### config.mk
export PLATFORM = sky130hd
export DESIGN_NAME = cfg_window_bridge
export DESIGN_NICKNAME = d
export VERILOG_FILES = /design/src/rtl/cfg_bridge_pkg.sv /design/src/rtl/cfg_win_decode.sv /design/src/rtl/cfg_byte_lane.sv /design/src/rtl/cfg_bridge_ctrl.sv /design/src/rtl/cfg_window_bridge.sv
export SDC_FILE = /design/constraint.sdc
export NUM_CORES = 1
export LEC_CHECK = 0
export CAP_MARGIN = 25
export CORE_MARGIN = 2
export CORE_UTILIZATION = 35
export DETAILED_ROUTE_END_ITERATION = 10
export DONT_BUFFER_PORTS = 1
export PLACE_DENSITY = 0.52
export SETUP_SLACK_MARGIN = 0.2
export SYNTH_ARGS = -nofsm -noshare
export SYNTH_HDL_FRONTEND = slang
export SYNTH_SLANG_ARGS = --single-unit
### constraint.sdc
create_clock -name clk_i -period 3.1 [get_ports clk_i]
set_input_delay 0.62 -clock clk_i [delete_from_list [all_inputs] [get_ports clk_i]]
set_output_delay 0.62 -clock clk_i [all_outputs]
set_load 0.02 [all_outputs]
### src/rtl/cfg_bridge_pkg.sv
package cfg_bridge_pkg;
  typedef enum logic [1:0] {
    SZ_BYTE = 2'd0,
    SZ_HALF = 2'd1,
    SZ_WORD = 2'd2,
    SZ_WRSV = 2'd3
  } acc_size_e;

  typedef enum logic [1:0] {
    ST_IDLE = 2'd0,
    ST_CFG  = 2'd1,
    ST_RESP = 2'd2
  } br_state_e;
endpackage

### src/rtl/cfg_win_decode.sv
module cfg_win_decode #(
  parameter int unsigned        ADDR_W   = 32,
  parameter logic [ADDR_W-1:0]  WIN_BASE = 32'h8080_0000,
  parameter int unsigned        WIN_LOG2 = 22,
  parameter int unsigned        SEL_LSB  = 11,
  parameter int unsigned        SEL_N    = 11,
  parameter int unsigned        DEV_W    = $clog2(SEL_N + 1),
  parameter int unsigned        CFG_AW   = SEL_LSB + DEV_W
) (
  input  logic [ADDR_W-1:0] addr_i,
  output logic              hit_o,
  output logic [CFG_AW-1:0] cfg_addr_o
);
  logic [SEL_N-1:0] sel;
  logic [SEL_N-1:0] sel_low;
  logic [DEV_W-1:0] dev;

  assign hit_o = (addr_i[ADDR_W-1:WIN_LOG2] == WIN_BASE[ADDR_W-1:WIN_LOG2]);
  assign sel   = addr_i[SEL_LSB +: SEL_N];

  // isolate lowest set bit, then encode it
  assign sel_low = sel & (~sel + SEL_N'(1));

  always_comb begin
    dev = DEV_W'(SEL_N);
    for (int k = 0; k < int'(SEL_N); k++) begin
      if (sel_low[k]) dev = DEV_W'(k);
    end
  end

  assign cfg_addr_o = {dev, addr_i[SEL_LSB-1:0]};
endmodule

### src/rtl/cfg_byte_lane.sv
module cfg_byte_lane
  import cfg_bridge_pkg::*;
#(
  parameter int unsigned DATA_W = 32
) (
  input  acc_size_e         size_i,
  input  logic [DATA_W-1:0] data_i,
  output logic [DATA_W-1:0] data_o
);
  localparam int unsigned NB = DATA_W / 8;

  logic [DATA_W-1:0] word_rev;
  logic [DATA_W-1:0] half_sw;

  for (genvar b = 0; b < NB; b++) begin : g_rev
    assign word_rev[8*b +: 8] = data_i[8*(NB-1-b) +: 8];
  end

  assign half_sw = {{(DATA_W-16){1'b0}}, data_i[7:0], data_i[15:8]};

  always_comb begin
    unique case (size_i)
      SZ_BYTE: data_o = data_i;
      SZ_HALF: data_o = half_sw;
      default: data_o = word_rev;
    endcase
  end
endmodule

### src/rtl/cfg_bridge_ctrl.sv
module cfg_bridge_ctrl
  import cfg_bridge_pkg::*;
(
  input  logic clk_i,
  input  logic rst_ni,
  input  logic cpu_valid_i,
  input  logic hit_i,
  input  logic cfg_ready_i,
  output logic cpu_ready_o,
  output logic cfg_valid_o,
  output logic cpu_done_o,
  output logic accept_o,
  output logic cfg_fire_o
);
  br_state_e state_q, state_d;

  assign cpu_ready_o = (state_q == ST_IDLE);
  assign cfg_valid_o = (state_q == ST_CFG);
  assign cpu_done_o  = (state_q == ST_RESP);
  assign accept_o    = cpu_valid_i && cpu_ready_o;
  assign cfg_fire_o  = cfg_valid_o && cfg_ready_i;

  always_comb begin
    state_d = state_q;
    unique case (state_q)
      ST_IDLE: if (accept_o) state_d = hit_i ? ST_CFG : ST_RESP;
      ST_CFG:  if (cfg_ready_i) state_d = ST_RESP;
      ST_RESP: state_d = ST_IDLE;
      default: state_d = ST_IDLE;
    endcase
  end

  always_ff @(posedge clk_i or negedge rst_ni) begin
    if (!rst_ni) state_q <= ST_IDLE;
    else         state_q <= state_d;
  end
endmodule

### src/rtl/cfg_window_bridge.sv
module cfg_window_bridge
  import cfg_bridge_pkg::*;
#(
  parameter int unsigned        ADDR_W   = 32,
  parameter int unsigned        DATA_W   = 32,
  parameter logic [ADDR_W-1:0]  WIN_BASE = 32'h8080_0000,
  parameter int unsigned        WIN_LOG2 = 22,
  parameter int unsigned        SEL_LSB  = 11,
  parameter int unsigned        SEL_N    = 11,
  localparam int unsigned       DEV_W    = $clog2(SEL_N + 1),
  localparam int unsigned       CFG_AW   = SEL_LSB + DEV_W
) (
  input  logic              clk_i,
  input  logic              rst_ni,
  input  logic              cpu_valid_i,
  output logic              cpu_ready_o,
  input  logic [ADDR_W-1:0] cpu_addr_i,
  input  logic              cpu_we_i,
  input  logic [1:0]        cpu_size_i,
  input  logic [DATA_W-1:0] cpu_wdata_i,
  output logic              cpu_done_o,
  output logic [DATA_W-1:0] cpu_rdata_o,
  output logic              cfg_valid_o,
  input  logic              cfg_ready_i,
  output logic [CFG_AW-1:0] cfg_addr_o,
  output logic [1:0]        cfg_size_o,
  output logic              cfg_we_o,
  output logic [DATA_W-1:0] cfg_wdata_o,
  input  logic [DATA_W-1:0] cfg_rdata_i
);
  logic              hit;
  logic              accept;
  logic              cfg_fire;
  logic [CFG_AW-1:0] dec_addr;
  logic [CFG_AW-1:0] caddr_q;
  acc_size_e         size_q;
  logic              we_q;
  logic [DATA_W-1:0] wdata_q;
  logic [DATA_W-1:0] rdata_q;
  logic [DATA_W-1:0] rd_swapped;

  cfg_win_decode #(
    .ADDR_W(ADDR_W), .WIN_BASE(WIN_BASE), .WIN_LOG2(WIN_LOG2),
    .SEL_LSB(SEL_LSB), .SEL_N(SEL_N), .DEV_W(DEV_W), .CFG_AW(CFG_AW)
  ) u_dec (
    .addr_i     (cpu_addr_i),
    .hit_o      (hit),
    .cfg_addr_o (dec_addr)
  );

  cfg_bridge_ctrl u_ctrl (
    .clk_i       (clk_i),
    .rst_ni      (rst_ni),
    .cpu_valid_i (cpu_valid_i),
    .hit_i       (hit),
    .cfg_ready_i (cfg_ready_i),
    .cpu_ready_o (cpu_ready_o),
    .cfg_valid_o (cfg_valid_o),
    .cpu_done_o  (cpu_done_o),
    .accept_o    (accept),
    .cfg_fire_o  (cfg_fire)
  );

  cfg_byte_lane #(.DATA_W(DATA_W)) u_wr_lane (
    .size_i (size_q),
    .data_i (wdata_q),
    .data_o (cfg_wdata_o)
  );

  cfg_byte_lane #(.DATA_W(DATA_W)) u_rd_lane (
    .size_i (size_q),
    .data_i (cfg_rdata_i),
    .data_o (rd_swapped)
  );

  always_ff @(posedge clk_i or negedge rst_ni) begin
    if (!rst_ni) begin
      caddr_q <= '0;
      size_q  <= SZ_BYTE;
      we_q    <= 1'b0;
      wdata_q <= '0;
    end else if (accept) begin
      caddr_q <= dec_addr;
      size_q  <= acc_size_e'(cpu_size_i);
      we_q    <= cpu_we_i;
      wdata_q <= cpu_wdata_i;
    end
  end

  always_ff @(posedge clk_i or negedge rst_ni) begin
    if (!rst_ni)                rdata_q <= '0;
    else if (accept && !hit)    rdata_q <= '1;
    else if (cfg_fire)          rdata_q <= rd_swapped;
  end

  assign cfg_addr_o  = caddr_q;
  assign cfg_size_o  = size_q;
  assign cfg_we_o    = we_q;
  assign cpu_rdata_o = rdata_q;
endmodule

Yosys cells after proc, flatten, opt, wreduce, memory -nomap -nowiden. Cells that the tools add are included.

Output and inout bits: 85. Register bits: 84. Input port bits: 103. Word-level logic and storage cells: 42.

Eq/ne operators: 6. Add/sub/neg operators: 1. Mux-type cells: 19. Bitwise logic cells: 2. Reductions and logical operators: 8.

Operators by type and width (count): $pmux W32 S2 (2); $mux W32 (2); $mux W4 (11); $add A11 B1 Y11 const B (1); $and A11 B11 Y11 (1); $not A11 Y11 (1); $eq A10 B10 Y1 const B (1); $mux W2 (3); $eq A2 B1 Y1 const B (2); $logic_not A2 Y1 (2); $ne A2 B2 Y1 const B (2); $pmux W2 S2 (1); $logic_and A1 B1 Y1 (3); $eq A2 B2 Y1 const B (1); $reduce_and A2 Y1 (1); $reduce_bool A2 Y1 (1); $logic_not A1 Y1 (1).

Logic depth before layout (Yosys ltp). Gate-level depths: netlist (run 1).

Depth after elaboration: 14. Depth in mapped cells: 5. Gate-level depth less buffers: 3.

Cells and area by module. Synthesis (run 1) repeated with hierarchy kept, for this count alone.

Cells, all modules: 398. Area, all modules: 4828.4 µm².

By module, submodules not included: cfg_window_bridge (sequential area each 2052.0 µm², times used 1, area each 3414.5 µm², cells each 210); cfg_byte_lane (sequential area each 0.0 µm², times used 2, area each 545.5 µm², cells each 73); cfg_win_decode (sequential area each 0.0 µm², times used 1, area each 215.2 µm², cells each 31); cfg_bridge_ctrl (sequential area each 50.0 µm², times used 1, area each 107.6 µm², cells each 11).

Worst setup path after synthesis (run 1). OpenSTA, ideal clock, no wires.

Path type: reg2out. From: reg size_q[1], in the netlist cfg_size_o[1]. To: out cfg_wdata_o[0]. Path slack: 0.854 ns. Buffers on the path: 3. Required time: 2.480 ns. Arrival time: 1.626 ns. Stages on the path, launching flop included: 6. Cell sequence: dfrtp_1 -> clkbuf_1 -> clkbuf_1 -> clkbuf_1 -> nand2_1 -> o21ai_0.

Word-level cells in the longest chain between the ends: 2. Elaborated cells between the ends (all ways): 3. Classes of those cells: eq/ne (1); mux (1); reduce/logical (1).

RTL lines: from (decl) (RTL line cfg_window_bridge.sv:36) `acc_size_e size_q;`; from (signal assigned) (RTL line cfg_window_bridge.sv:84) `size_q <= acc_size_e'(cpu_size_i);`; $eq A2 B1 Y1 or $logic_not A2 Y1 (tied branches) (RTL line cfg_byte_lane.sv:22) `unique case (size_i)`; $pmux W32 S2 * (RTL line cfg_byte_lane.sv:22); to (decl) (RTL line cfg_window_bridge.sv:28) `output logic [DATA_W-1:0] cfg_wdata_o,`.

Every way passes the cells marked *; elsewhere a longest branch is shown, timed or not.

Worst setup path after layout (run 1).
From: reg size_q[0], in the netlist cfg_size_o[0]. To: out cfg_wdata_o[9].

Same word-level chain as after synthesis.

==> summary by stage, run 1 <==
Power
Summed over all cells, the static leakage comes to 2.24 nW. The peak ir drop on the vdd network is 0.000361 V. The power per unit of standard cell area is 645 nW/um2.

Synthesis
The simple-gate area share of the yosys netlist is 20.2%. The number of storage elements in the synthesis netlist is 84. The post-synth net total is 579. The xor/xnor cell area share of the yosys netlist is 0%. The post-synthesis area per instance is 9.09 um2. The cell count after synthesis came out at 476.

The number of different library cells used by synthesis comes to 33. The compound-cell area share of the yosys netlist is 17.2%. After synthesis, the largest family of logic cells by area is simple AND/OR/NAND/NOR gates. During synthesis, Yosys emitted a total of 0 warnings. In this run the cell area of the synthesized design comes to 4330 um2. Summing the areas of all fa, ha and maj instances in the mapped netlist gives 0% of the synthesized area. Of the post-synthesis cell area, the part taken by muxes is 9.11%. Sequential cells were found to cover 48.6% of the synthesized design area.

GRT
The number of global-route vias before repair is 3253. The number of antenna violations at the first check in global routing is 0. Entering global routing, the biggest net connects 85 pins. The overall global routing resource usage is 17.4%. The sum of overflow across all layers after global routing is 0. The first global-routing pass estimated 17800 um of wire.

CTS
CTS built an H-tree with a depth of 3. Clock tree synthesis selected as its root buffer the cell sky130_fd_sc_hd__clkbuf_16. Post-CTS repair changed the size of 0 cells.

The TritonCTS sink count is 84. The TritonCTS clock tree is built. In this run the post-CTS setup repair buffer count came out at 0.

Counting along the longest clock path gives a buffer depth of 2. The clock latency on the worst-skew pair is 0.34 ns. After clock tree synthesis, the flow added hold-fix buffers numbering 1. After clock tree synthesis, the clock-pin slew on the worst setup and hold paths is 0.06 ns.

The number of clock buffers added by TritonCTS is 9.

Setup path
Broken down by cell family, the worst path's largest delay share belongs to flip-flops. The worst-case register-to-register setup slack is 1.12 ns. Counting both buffers and inverters, the worst setup path holds a total of 0. The worst setup path is of the reg -> out kind.

The number of gates on the worst path with buffers counted is 2. The worst setup path is launched from a flip-flop. The endpoint identified for the worst register-to-register timing path is cpu_rdata_o[5]. The delay of the slowest cell on the worst path is 0.72 ns. Among all stages on the critical path, the largest delay is contributed by sky130_fd_sc_hd__dfrtp_2. Tracing the worst setup path back leads to its startpoint at cfg_size_o[0]. The worst setup path is captured at an output pin. Data arrives at the worst endpoint at 1.84 ns. The critical path goes through mux2i_1 > o21ai_0. The data required time of the worst path is 2.48 ns. The startpoint identified for the worst register-to-register timing path is cfg_size_o[0]. The worst register-to-register path has a depth of 4. The most critical setup path has its endpoint at cfg_wdata_o[9].

Of all nets on the critical path, the largest fanout is 18.

Place
At the placement stage, the worst setup path has a slack of 0.954 ns. The detailed placement HPWL is 7700 um. The final weighted congestion of routability-driven global placement is 0.737. The count of port buffers added during placement is 0.

Cells and area
The area growth from synthesis to layout is 11.3%. Of the cells placed in the final design, the portion with a size suffix greater than 1 is 10.2%. The repair_antennas step left the layout with diodes totalling 0. The number of nets in the layout is 560. The number of filler instances in the final layout is 1245. Leaving out fill and tap cells, the most frequent cell in the layout is sky130_fd_sc_hd__nand2_1. The top cell types in the final layout, fill and taps aside, are sky130_fd_sc_hd__nand2_1, sky130_fd_sc_hd__dfrtp_1, sky130_fd_sc_hd__mux2i_1, sky130_fd_sc_hd__o211ai_1, sky130_fd_sc_hd__a22o_1.

Timing
Setup repair after global routing left no endpoint under its margin. The post-route minimum period is 2.46 ns. After routing, the total negative slack on setup checks comes to 0 ns. The remaining max-slew budget at the tightest pin is 46.9%. The number of max-slew violations in the final report is 0. The worst path meets setup with 0.637 ns of slack.

The count of final setup violators is 0. The final number of hold-violating endpoints came to 0. Across the routed clock network, the largest skew measured is 0.00588 ns. For this run, the top clock speed supported by timing is 0.406 GHz. The slew at the pin with the worst max-slew slack is 0.789 ns.

In the finished design, the share of the clock period the worst path needs comes to 79.5%.

Floorplanning
The initial utilization of the core area, before any placement, comes to 35.9%. The die outline width is 115 um. From bottom edge to top edge, the die measures 115 um. The total area inside the core boundary comes to 12100 um2. The die covers 13300 um2. The boundary pin count is 188. The row count is 40.

Route
Dividing the detail-routed wire length by the instance count gives 18.1 um. After detailed routing, the number of remaining DRC violations is 0. The number of DRC markers after the initial detailed-route iteration is 192. Using the TritonRoute via totals, the vias-per-cell ratio works out to 5.30.

The final route contains 3338 vias. The final routed wirelength across all metal layers is 11400 um. The detailed-routing iteration count for the pre-antenna-repair pass is 5. In this run the remaining antenna-violating nets after routing total 0.

Outcome
The run finished with clean final reports.

Run
The number of maximum-capacitance violations is 0.

Hold path
The kind of path behind the tightest hold check is in -> async.
sequential cells by signal (all words and copies together) (netlist names):
register	count
wdata_q	32
cfg_size_o	2
cpu_rdata_o	32
cfg_addr_o	15
cfg_we_o	1
u_ctrl.state_q	2
logic make-up (layout without fill, tap and decap cells):
family	after synthesis	in the layout
AND/OR/NAND/NOR	211	211
buffers and inverters	49	35
flip-flops	84	84
multiplexers	38	38
AO/OA/AOI/OAI	94	94
power breakdown:
| part | switching, W | internal [W] |
|---|---|---|
| clock | 0.000460 | 0.000785 |
| sequential | 0.000141 | 0.00118 |
| combinational | 0.000360 | 0.000180 |
cell usage after synthesis:
cell type                    n  area share (%)
sky130_fd_sc_hd__a211oi_1    5            0.87
sky130_fd_sc_hd__a221o_1     1            0.23
sky130_fd_sc_hd__a221oi_1    9             1.8
sky130_fd_sc_hd__a22o_1     18             3.6
sky130_fd_sc_hd__a22oi_1     7             1.2
sky130_fd_sc_hd__a31oi_1     9             1.3
sky130_fd_sc_hd__a32o_1      2            0.46
sky130_fd_sc_hd__buf_1       2            0.17
sky130_fd_sc_hd__buf_2       6            0.69
sky130_fd_sc_hd__buf_6       3            0.78
sky130_fd_sc_hd__clkbuf_1   27             2.3
sky130_fd_sc_hd__dfrtp_1    84              49
sky130_fd_sc_hd__inv_1      11            0.95
sky130_fd_sc_hd__mux2_2     11             2.9
sky130_fd_sc_hd__mux2i_1    27             6.2
sky130_fd_sc_hd__nand2_1   180              16
sky130_fd_sc_hd__nand2b_1    1            0.14
sky130_fd_sc_hd__nand3_1     1            0.12
sky130_fd_sc_hd__nand3b_1    1            0.17
sky130_fd_sc_hd__nor2_1      6            0.52
sky130_fd_sc_hd__nor2b_1    13             1.9
sky130_fd_sc_hd__nor3_1      2            0.23
sky130_fd_sc_hd__nor3b_2     1            0.29
sky130_fd_sc_hd__nor4_1      2            0.29
sky130_fd_sc_hd__o211ai_1   20             3.5
sky130_fd_sc_hd__o21ai_0    17             2.0
sky130_fd_sc_hd__o311ai_1    1            0.20
sky130_fd_sc_hd__o311ai_2    4             1.5
sky130_fd_sc_hd__o31ai_4     1            0.49
sky130_fd_sc_hd__or2_2       1            0.14
sky130_fd_sc_hd__or3b_2      1            0.20
sky130_fd_sc_hd__or4b_1      1            0.23
sky130_fd_sc_hd__or4b_4      1            0.32
stage by stage:
| step | instance area, um2 | hold WS, ns | power (W) | utilization [%] | std cells |
|---|---|---|---|---|---|
| 2_1_floorplan | 4330 | 0.324 | 0.00176 | - | 476 |
| 3_3_place_gp | 4430 | 0.326 | 0.00185 | 36.7 | 612 |
| 3_5_place_dp | 4450 | 0.326 | 0.00187 | 36.9 | 613 |
| 4_1_cts | 4810 | 0.187 | 0.00317 | 39.9 | 630 |
| 5_1_grt | 4810 | 0.172 | 0.00327 | 39.9 | 630 |
| 6_report | 4810 | 0.146 | 0.00311 | 39.9 | 630 |
layer usage:
layer,vias up,part of all wire [%],global-route usage (%)
li1,1593,-,-
met1,1595,40,21.1
met2,143,47,27.2
met3,7,12,8.96
met4,0,0.63,5.06
met5,-,0,0
area by class of cell:
cell class	count	area [um2]	area share [%]
inverter	11	41.3	0.858
clock inverter	7	115	2.39
multi-input combinational	343	2020	42.0
tap	168	210	4.37
timing repair buffer	8	92.6	1.92
sequential	84	2110	43.8
clock buffer	9	225	4.68
how the worst min path moves through the flow:
stage                     cells past startpoint  slack, ns              to   start
after detailed placement                      0       0.33  cpu_rdata_o[5]  rst_ni
after floorplan                               0       0.32   cfg_addr_o[0]  rst_ni
after CTS                                     1       0.19  cpu_rdata_o[7]  rst_ni
final                                         1       0.15  cpu_rdata_o[7]  rst_ni
after global routing                          1       0.17  cpu_rdata_o[5]  rst_ni
after global placement                        0       0.33  cpu_rdata_o[5]  rst_ni
Note: power is estimated with default switching activity, not from simulation.
==> run 2, diff against run 1 <==
- PLACE_DENSITY: 0.52 -> 0.54
- clock period: 3.1 -> 2.18 ns (I/O delays scaled with it)
==> run 2 against run 1 <==
  * The flow now finishes with violations (negative hold slack)
  * Via count increased by 4.3%
  * Power increased by 45%
  * Cell area increased by 4.6%
  * Largest cell class unchanged
==> summary by stage, run 2 (same netlist as run 1, synthesis figures left out) <==
Outcome
The flow ran to the end, but the final reports show violations. The checks that failed: negative hold slack.

Setup path
The largest individual stage delay along the critical path comes from the cell sky130_fd_sc_hd__dfrtp_4. Traced cell by cell, the critical path runs through buf_4 > mux2i_1 > o21ai_0 > buf_4. The kind of capture point of the worst setup path is an output pin. The maximum fanout along the worst path is 5 (-13). The data required time of the worst path was 1.74 ns (-0.74 ns). The endpoint arrival time on the critical path is 1.50 ns (-0.34 ns). By startpoint and endpoint, the worst setup path is classified as reg -> out. The kind of start point of the critical path is a flip-flop. The most numerous cell type found on the critical path is sky130_fd_sc_hd__buf_4.

The worst register-to-register path begins at u_ctrl.state_q[1]. The destination of the worst register-to-register timing path is cpu_rdata_o[28]. The critical path startpoint is cfg_size_o[0]. The path depth of the worst reg2reg path is 4 (unchanged). The delay of the slowest cell on the worst path is 0.52 ns (-0.20 ns).

The worst-case register-to-register setup slack was 0.38 ns (-0.74 ns).

Timing
The slew at the pin with the worst max-slew slack was 0.636 ns (-0.153 ns). The final-layout setup total negative slack is 0 ns (unchanged). Dividing the final minimum period by the clock period gives 88.7%. The count of final setup violators is 0 (unchanged). Setup repair after global routing could not meet its margin everywhere.

The worst path needs 1.93 ns of the cycle, external delays included. The remaining max-slew budget at the tightest pin is 57.2% (+10 points). The maximum achievable frequency is 0.517 GHz.

The clock skew is 0.00635 ns (+0.000471 ns). The worst hold-check slack is -0.213 ns (-0.359 ns). The final number of hold-violating endpoints is 84 (+84). The number of max-slew violations in the final report is 0 (unchanged).

CTS
The post-CTS clock slew at the launch and capture registers of the worst setup and hold paths is 0.06 ns (about the same). The number of levels in the clock H-tree is 3 (unchanged). The deepest clock path buffer count is 2 (unchanged). The CTS buffer count is 9 (unchanged). The clock latency on the worst-skew pair is 0.34 ns (about the same). The cell sitting at the root of the clock tree is a sky130_fd_sc_hd__clkbuf_16. The TritonCTS sink count came to 84 (unchanged). The TritonCTS clock tree is built.

GRT
The wire length of the first global-routing pass is 18500 um (+3.7%). The maximum number of pins on one net before global-route repair is 85 (unchanged). The number of antenna violations at the first check in global routing is 0 (unchanged). The sum of overflow across all layers after global routing came to 0 (unchanged). The number of global-route vias before repair came to 3528 (+8.5%). The overall global routing resource usage is 18.0% (+0.57 points).

Power
The internal power came to 0.00316 W (+47%). The share of power burned in the clock network was 38.6% (-1.5 points). The power per unit of standard cell area is 897 nW/um2 (+39%). The peak ir drop on the vdd network was 0.000436 V (+21%).

The net switching share of the total power is 30.1% (-0.85 points). The cell leakage power is 2.38 nW (+5.9%). The fraction of power consumed by combinational cells is 20.5% (+3.1 points). The switching power total is 0.00136 W (+41%). The part of the power in registers is 40.9% (-1.7 points).

Route
The final routed wirelength across all metal layers is 11800 um (+3.9%). The average wire per cell in the routed design was 18.1 um (+0.21%). The number of DRC markers after the initial detailed-route iteration is 257 (+34%). The total DRC errors in the routed layout is 0 (unchanged).

The detailed-routing iteration count for the pre-antenna-repair pass is 4 (-1). The residual antenna-violating net count after detailed routing came to 0 (unchanged). The total via count after detailed routing was 3483 (+4.3%).

The routed via count divided by cell count is 5.33 (+0.67%).

Place
The count of port buffers added during placement is 0 (unchanged). The final weighted congestion of routability-driven global placement was 0.801 (+8.8%). The total cell area at the placement stage is 4570 um2 (+2.7%). The detailed placement HPWL is 8070 um (+4.8%).

Cells and area
The area growth from synthesis to layout is 16.4%. The layout cell share with drive strength beyond 1 was 19.2% (+9.0 points). The number of nets in the layout is 583 (+4.1%). The number of filler instances in the final layout was 1184 (-4.9%).

Leaving out fill and tap cells, the most frequent cells in the layout are sky130_fd_sc_hd__nand2_1, sky130_fd_sc_hd__dfrtp_1, sky130_fd_sc_hd__mux2i_1, sky130_fd_sc_hd__buf_4, sky130_fd_sc_hd__o211ai_1. The diode insertion count for antenna repair is 0 (unchanged). The most common library cell in the layout ignoring fill and taps is sky130_fd_sc_hd__nand2_1. The post-route standard cell area excluding fillers is 5040 um2 (+4.6%).

Floorplanning
The total die area is 13300 um2 (unchanged). The core area came to 12100 um2 (unchanged). The boundary pin count came to 188 (unchanged). The row count is 40 (unchanged). The die outline width is 115 um (unchanged). The die boundary height is 115 um (unchanged). The effective utilization at floorplan came to 35.9% (unchanged).

Hold path
The kind of path behind the tightest hold check is in -> async.

Run
The number of maximum-capacitance violations is 0 (unchanged).
run 2: how the worst max path moves through the flow:
stage | slack, ns | to | cells after the start
global route | 0.20 | cfg_wdata_o[7] | 4
finish | 0.25 | cfg_wdata_o[9] | 4
CTS | 0.20 | cfg_wdata_o[29] | 4
detailed placement | 0.39 | cfg_wdata_o[27] | 2
floorplan | 0.21 | cfg_wdata_o[11] | 4
global placement | 0.41 | cpu_rdata_o[9] | 4
run 2: worst max-delay path, delay by kind of cell, from the launching register on:
kind	cells	cell delay (ns)
compound gates	1	0.17
buf+inv	2	0.35
flops	1	0.52
mux	1	0.11
run 2: cell type report:
class / count / area (um2) / area share (%)
timing repair buffer: 31 / 265 / 5.27
clock inverter: 5 / 100 / 1.99
inverter: 11 / 41.3 / 0.820
clock buffer: 11 / 233 / 4.62
multi-input combinational: 343 / 2080 / 41.2
sequential: 84 / 2110 / 41.9
tap: 168 / 210 / 4.17
run 2: repair_timing:
action                     CTS  global route
hold endpoints to repair    84            84
resized for setup            8            22
setup endpoints to repair   30            23
pin swaps                    2             0
setup buffers                8             0
run 2: through the flow:
stage	hold WS, ns	instances	total power [W]	util [%]	worst slack (ns)
2_1_floorplan	0.140	476	0.00251	-	0.210
3_3_place_gp	0.142	629	0.00271	37.9	0.407
3_5_place_dp	0.142	629	0.00272	37.9	0.385
4_1_cts	-0.229	653	0.00453	41.5	0.200
5_1_grt	-0.234	653	0.00473	41.8	0.196
6_report	-0.213	653	0.00452	41.8	0.247
run 2: layer usage:
layer	up-vias	part of all wire, %	track usage, %
met4	0	1.7	7.87
met1	1674	40	21.8
li1	1654	-	-
met5	-	0	0
met2	141	47	28.1
met3	14	11	7.49
run 2: power by group through the flow:
stage | sequential (W) | combinational [W] | clock (W)
6_report | 0.00185 | 0.000924 | 0.00174
5_1_grt | 0.00187 | 0.00101 | 0.00186
3_3_place_gp | 0.00190 | 0.000810 | 0
3_5_place_dp | 0.00190 | 0.000825 | 0
4_1_cts | 0.00185 | 0.000911 | 0.00178
2_1_floorplan | 0.00183 | 0.000679 | 0
==> run 3, diff against run 2 <==
- PLACE_DENSITY: 0.54 -> 0.52
- clock period: 2.18 -> 2.33 ns (I/O delays scaled with it)
==> run 3 against run 2 <==
  * Cell area decreased by 2.6%
  * The flow still finishes with violations (negative hold slack)
  * Final cell count down 0.92%
  * Die area did not move
  * Critical path depth is 1 lower
  * Clock power fell by 24%
==> summary by stage, run 3 (same netlist as run 1, synthesis figures left out) <==
Outcome
The flow ran to the end, but the final reports show violations. The checks that failed: negative hold slack.

GRT
The maximum number of pins on one net before global-route repair was 85 (unchanged). The number of antenna violations at the first check in global routing is 0 (unchanged). The wire length of the first global-routing pass is 18000 um (-2.2%). The sum of overflow across all layers after global routing is 0 (unchanged).

The number of global-route vias before repair is 3389 (-3.9%). The overall global routing resource usage was 17.4% (-0.55 points).

CTS
The post-CTS clock slew at the launch and capture registers of the worst setup and hold paths is 0.06 ns (about the same). The cell chosen for the clock root is sky130_fd_sc_hd__clkbuf_16. The TritonCTS sink count is 84 (unchanged). The number of levels in the clock H-tree is 3 (unchanged). The TritonCTS clock tree is built. The clock latency on the worst-skew pair is 0.34 ns (about the same).

The CTS buffer count came to 9 (unchanged). The deepest clock path buffer count is 2 (unchanged).

Cells and area
The number of filler instances in the final layout is 1228 (+3.7%). The diode insertion count for antenna repair came to 0 (unchanged). The area growth from synthesis to layout is 13.4%.

The layout cell share with drive strength beyond 1 came to 12.9% (-6.2 points). The sequential cell area is 2110 um2 (unchanged). The total area of multi-input combinational cells was 2020 um2 (-2.6%). The most common library cell in the layout ignoring fill and taps is sky130_fd_sc_hd__nand2_1. The post-layout utilization of the core is 40.7% (-1.1 points). The top cell types in the final layout, fill and taps aside, are sky130_fd_sc_hd__nand2_1, sky130_fd_sc_hd__dfrtp_1, sky130_fd_sc_hd__mux2i_1, sky130_fd_sc_hd__buf_4, sky130_fd_sc_hd__o211ai_1. The number of nets in the layout is 578 (-0.86%).

Timing
The worst hold-check slack is -0.179 ns (+0.0340 ns). Setup repair after global routing left no endpoint under its margin. The number of max-slew violations in the final report is 0 (unchanged). The clock skew is 0.00633 ns (-0.0000225 ns).

The maximum achievable frequency is 0.489 GHz. The slew at the pin with the worst max-slew slack was 0.569 ns (-0.0661 ns). The final number of hold-violating endpoints is 84 (unchanged).

The remaining max-slew budget at the tightest pin is 61.7% (+4.4 points). The final-layout setup total negative slack is 0 ns (unchanged). The count of final setup violators is 0 (unchanged). The smallest clock period supported by the final layout is computed as 2.04 ns. The share of the clock period used by the worst path is 87.7%.

Route
The average wire per cell in the routed design came to 17.8 um (-1.7%). The total via count after detailed routing is 3417 (-1.9%). The routed via count divided by cell count was 5.28 (-0.99%). The final routed wirelength across all metal layers was 11500 um (-2.6%). The number of DRC markers after the initial detailed-route iteration is 200 (-22%). The residual antenna-violating net count after detailed routing is 0 (unchanged). The detailed-routing iteration count for the pre-antenna-repair pass came to 4 (unchanged). The total DRC errors in the routed layout is 0 (unchanged).

Power
The net switching share of the total power is 31.2% (+1.1 points). The share of power burned in the clock network is 34.0% (-4.6 points). The switching power total is 0.00122 W (-10%). The internal power is 0.00268 W (-15%).

The peak ir drop on the vdd network came to 0.000404 V (-7.3%). The power per unit of standard cell area came to 795 nW/um2 (-11%). The part of the power in registers is 45.1% (+4.2 points). The fraction of power consumed by combinational cells is 21.0% (+0.5 points). The cell leakage power is 2.32 nW (-2.5%).

Floorplanning
The die boundary height came to 115 um (unchanged). The core area is 12100 um2 (unchanged). The total die area is 13300 um2 (unchanged). The boundary pin count is 188 (unchanged). The effective utilization at floorplan was 35.9% (unchanged).

The row count is 40 (unchanged). The die outline width is 115 um (unchanged).

Setup path
The critical path class is reg -> out. The maximum fanout along the worst path was 31 (+26). The data required time of the worst path came to 1.86 ns (+0.12 ns). STA classifies the critical path startpoint as a flip-flop. The kind of capture point of the worst setup path is an output pin. The endpoint arrival time on the critical path is 1.58 ns (+0.08 ns).

Hold path
The min-delay analysis places its worst path in the category in -> async.

Run
The number of maximum-capacitance violations is 0 (unchanged).

Place
The detailed placement HPWL came to 7870 um (-2.5%). The final weighted congestion of routability-driven global placement is 0.795 (-0.85%). The count of port buffers added during placement was 0 (unchanged).
## run 3: path summary, 6_finish.rpt
kind                                   endpoint              start  depth (start not counted)  slack (ns)
worst max-delay path            cfg_wdata_o[13]      cfg_size_o[1]                          3        0.29
worst min-delay path            cpu_rdata_o[13]             rst_ni                          0       -0.18
worst max register to register    cfg_addr_o[9]  u_ctrl.state_q[0]                          4        0.57
worst min register to register      wdata_q[24]        wdata_q[24]                          2        0.51
max in group asynchronous         cfg_size_o[0]             rst_ni                          0        2.39
min in group clk_i                   wdata_q[8]     cpu_wdata_i[8]                          2        0.23
## run 3: repair_timing
item	4_1_cts	5_1_grt
setup buffers	2	0
endpoints found under the hold margin	84	84
pin swaps	1	0
gates resized for setup	1	2
endpoints found under the setup margin	17	9
## run 3: worst max-delay path, stage by stage, from the launching register on
cell,delay [ns]
sky130_fd_sc_hd__dfrtp_4,0.58
sky130_fd_sc_hd__buf_6,0.22
sky130_fd_sc_hd__o21ai_0,0.24
sky130_fd_sc_hd__buf_4,0.19
## run 3: metrics by stage
stage / instances / setup WS (ns) / total power [W] / cell area [um2] / hold WS (ns)
after CTS: 647 / 0.206 / 0.00394 / 4900 / -0.193
after global placement: 630 / 0.483 / 0.00257 / 4600 / 0.172
final: 647 / 0.287 / 0.00390 / 4900 / -0.179
after detailed placement: 630 / 0.446 / 0.00258 / 4600 / 0.172
after floorplan: 476 / 0.238 / 0.00234 / 4330 / 0.170
after global routing: 647 / 0.226 / 0.00410 / 4900 / -0.198
## run 3: routing by layer
layer	GRT usage (%)	up-vias	share of wire [%]
met4	6.99	0	1.7
li1	-	1630	-
met5	0	-	0
met1	22.2	1640	42
met2	26.2	134	46
met3	7.33	13	11
## run 3: cell type report
cell class              instances  area share, %
flip-flops and latches         84           43.0
inverters                      11          0.842
multi-input cells             343           41.3
repair buffers                 26           5.08
clock inverters                 2          0.204
well taps                     168           4.29
clock buffers                  13           5.31
## run 3: power groups by stage
| stage | clock network, W | logic, W | registers [W] |
|---|---|---|---|
| after floorplan | 0 | 0.000629 | 0.00171 |
| after global placement | 0 | 0.000793 | 0.00178 |
| after detailed placement | 0 | 0.000803 | 0.00178 |
| after CTS | 0.00136 | 0.000824 | 0.00176 |
| after global routing | 0.00143 | 0.000895 | 0.00177 |
| final | 0.00132 | 0.000817 | 0.00176 |
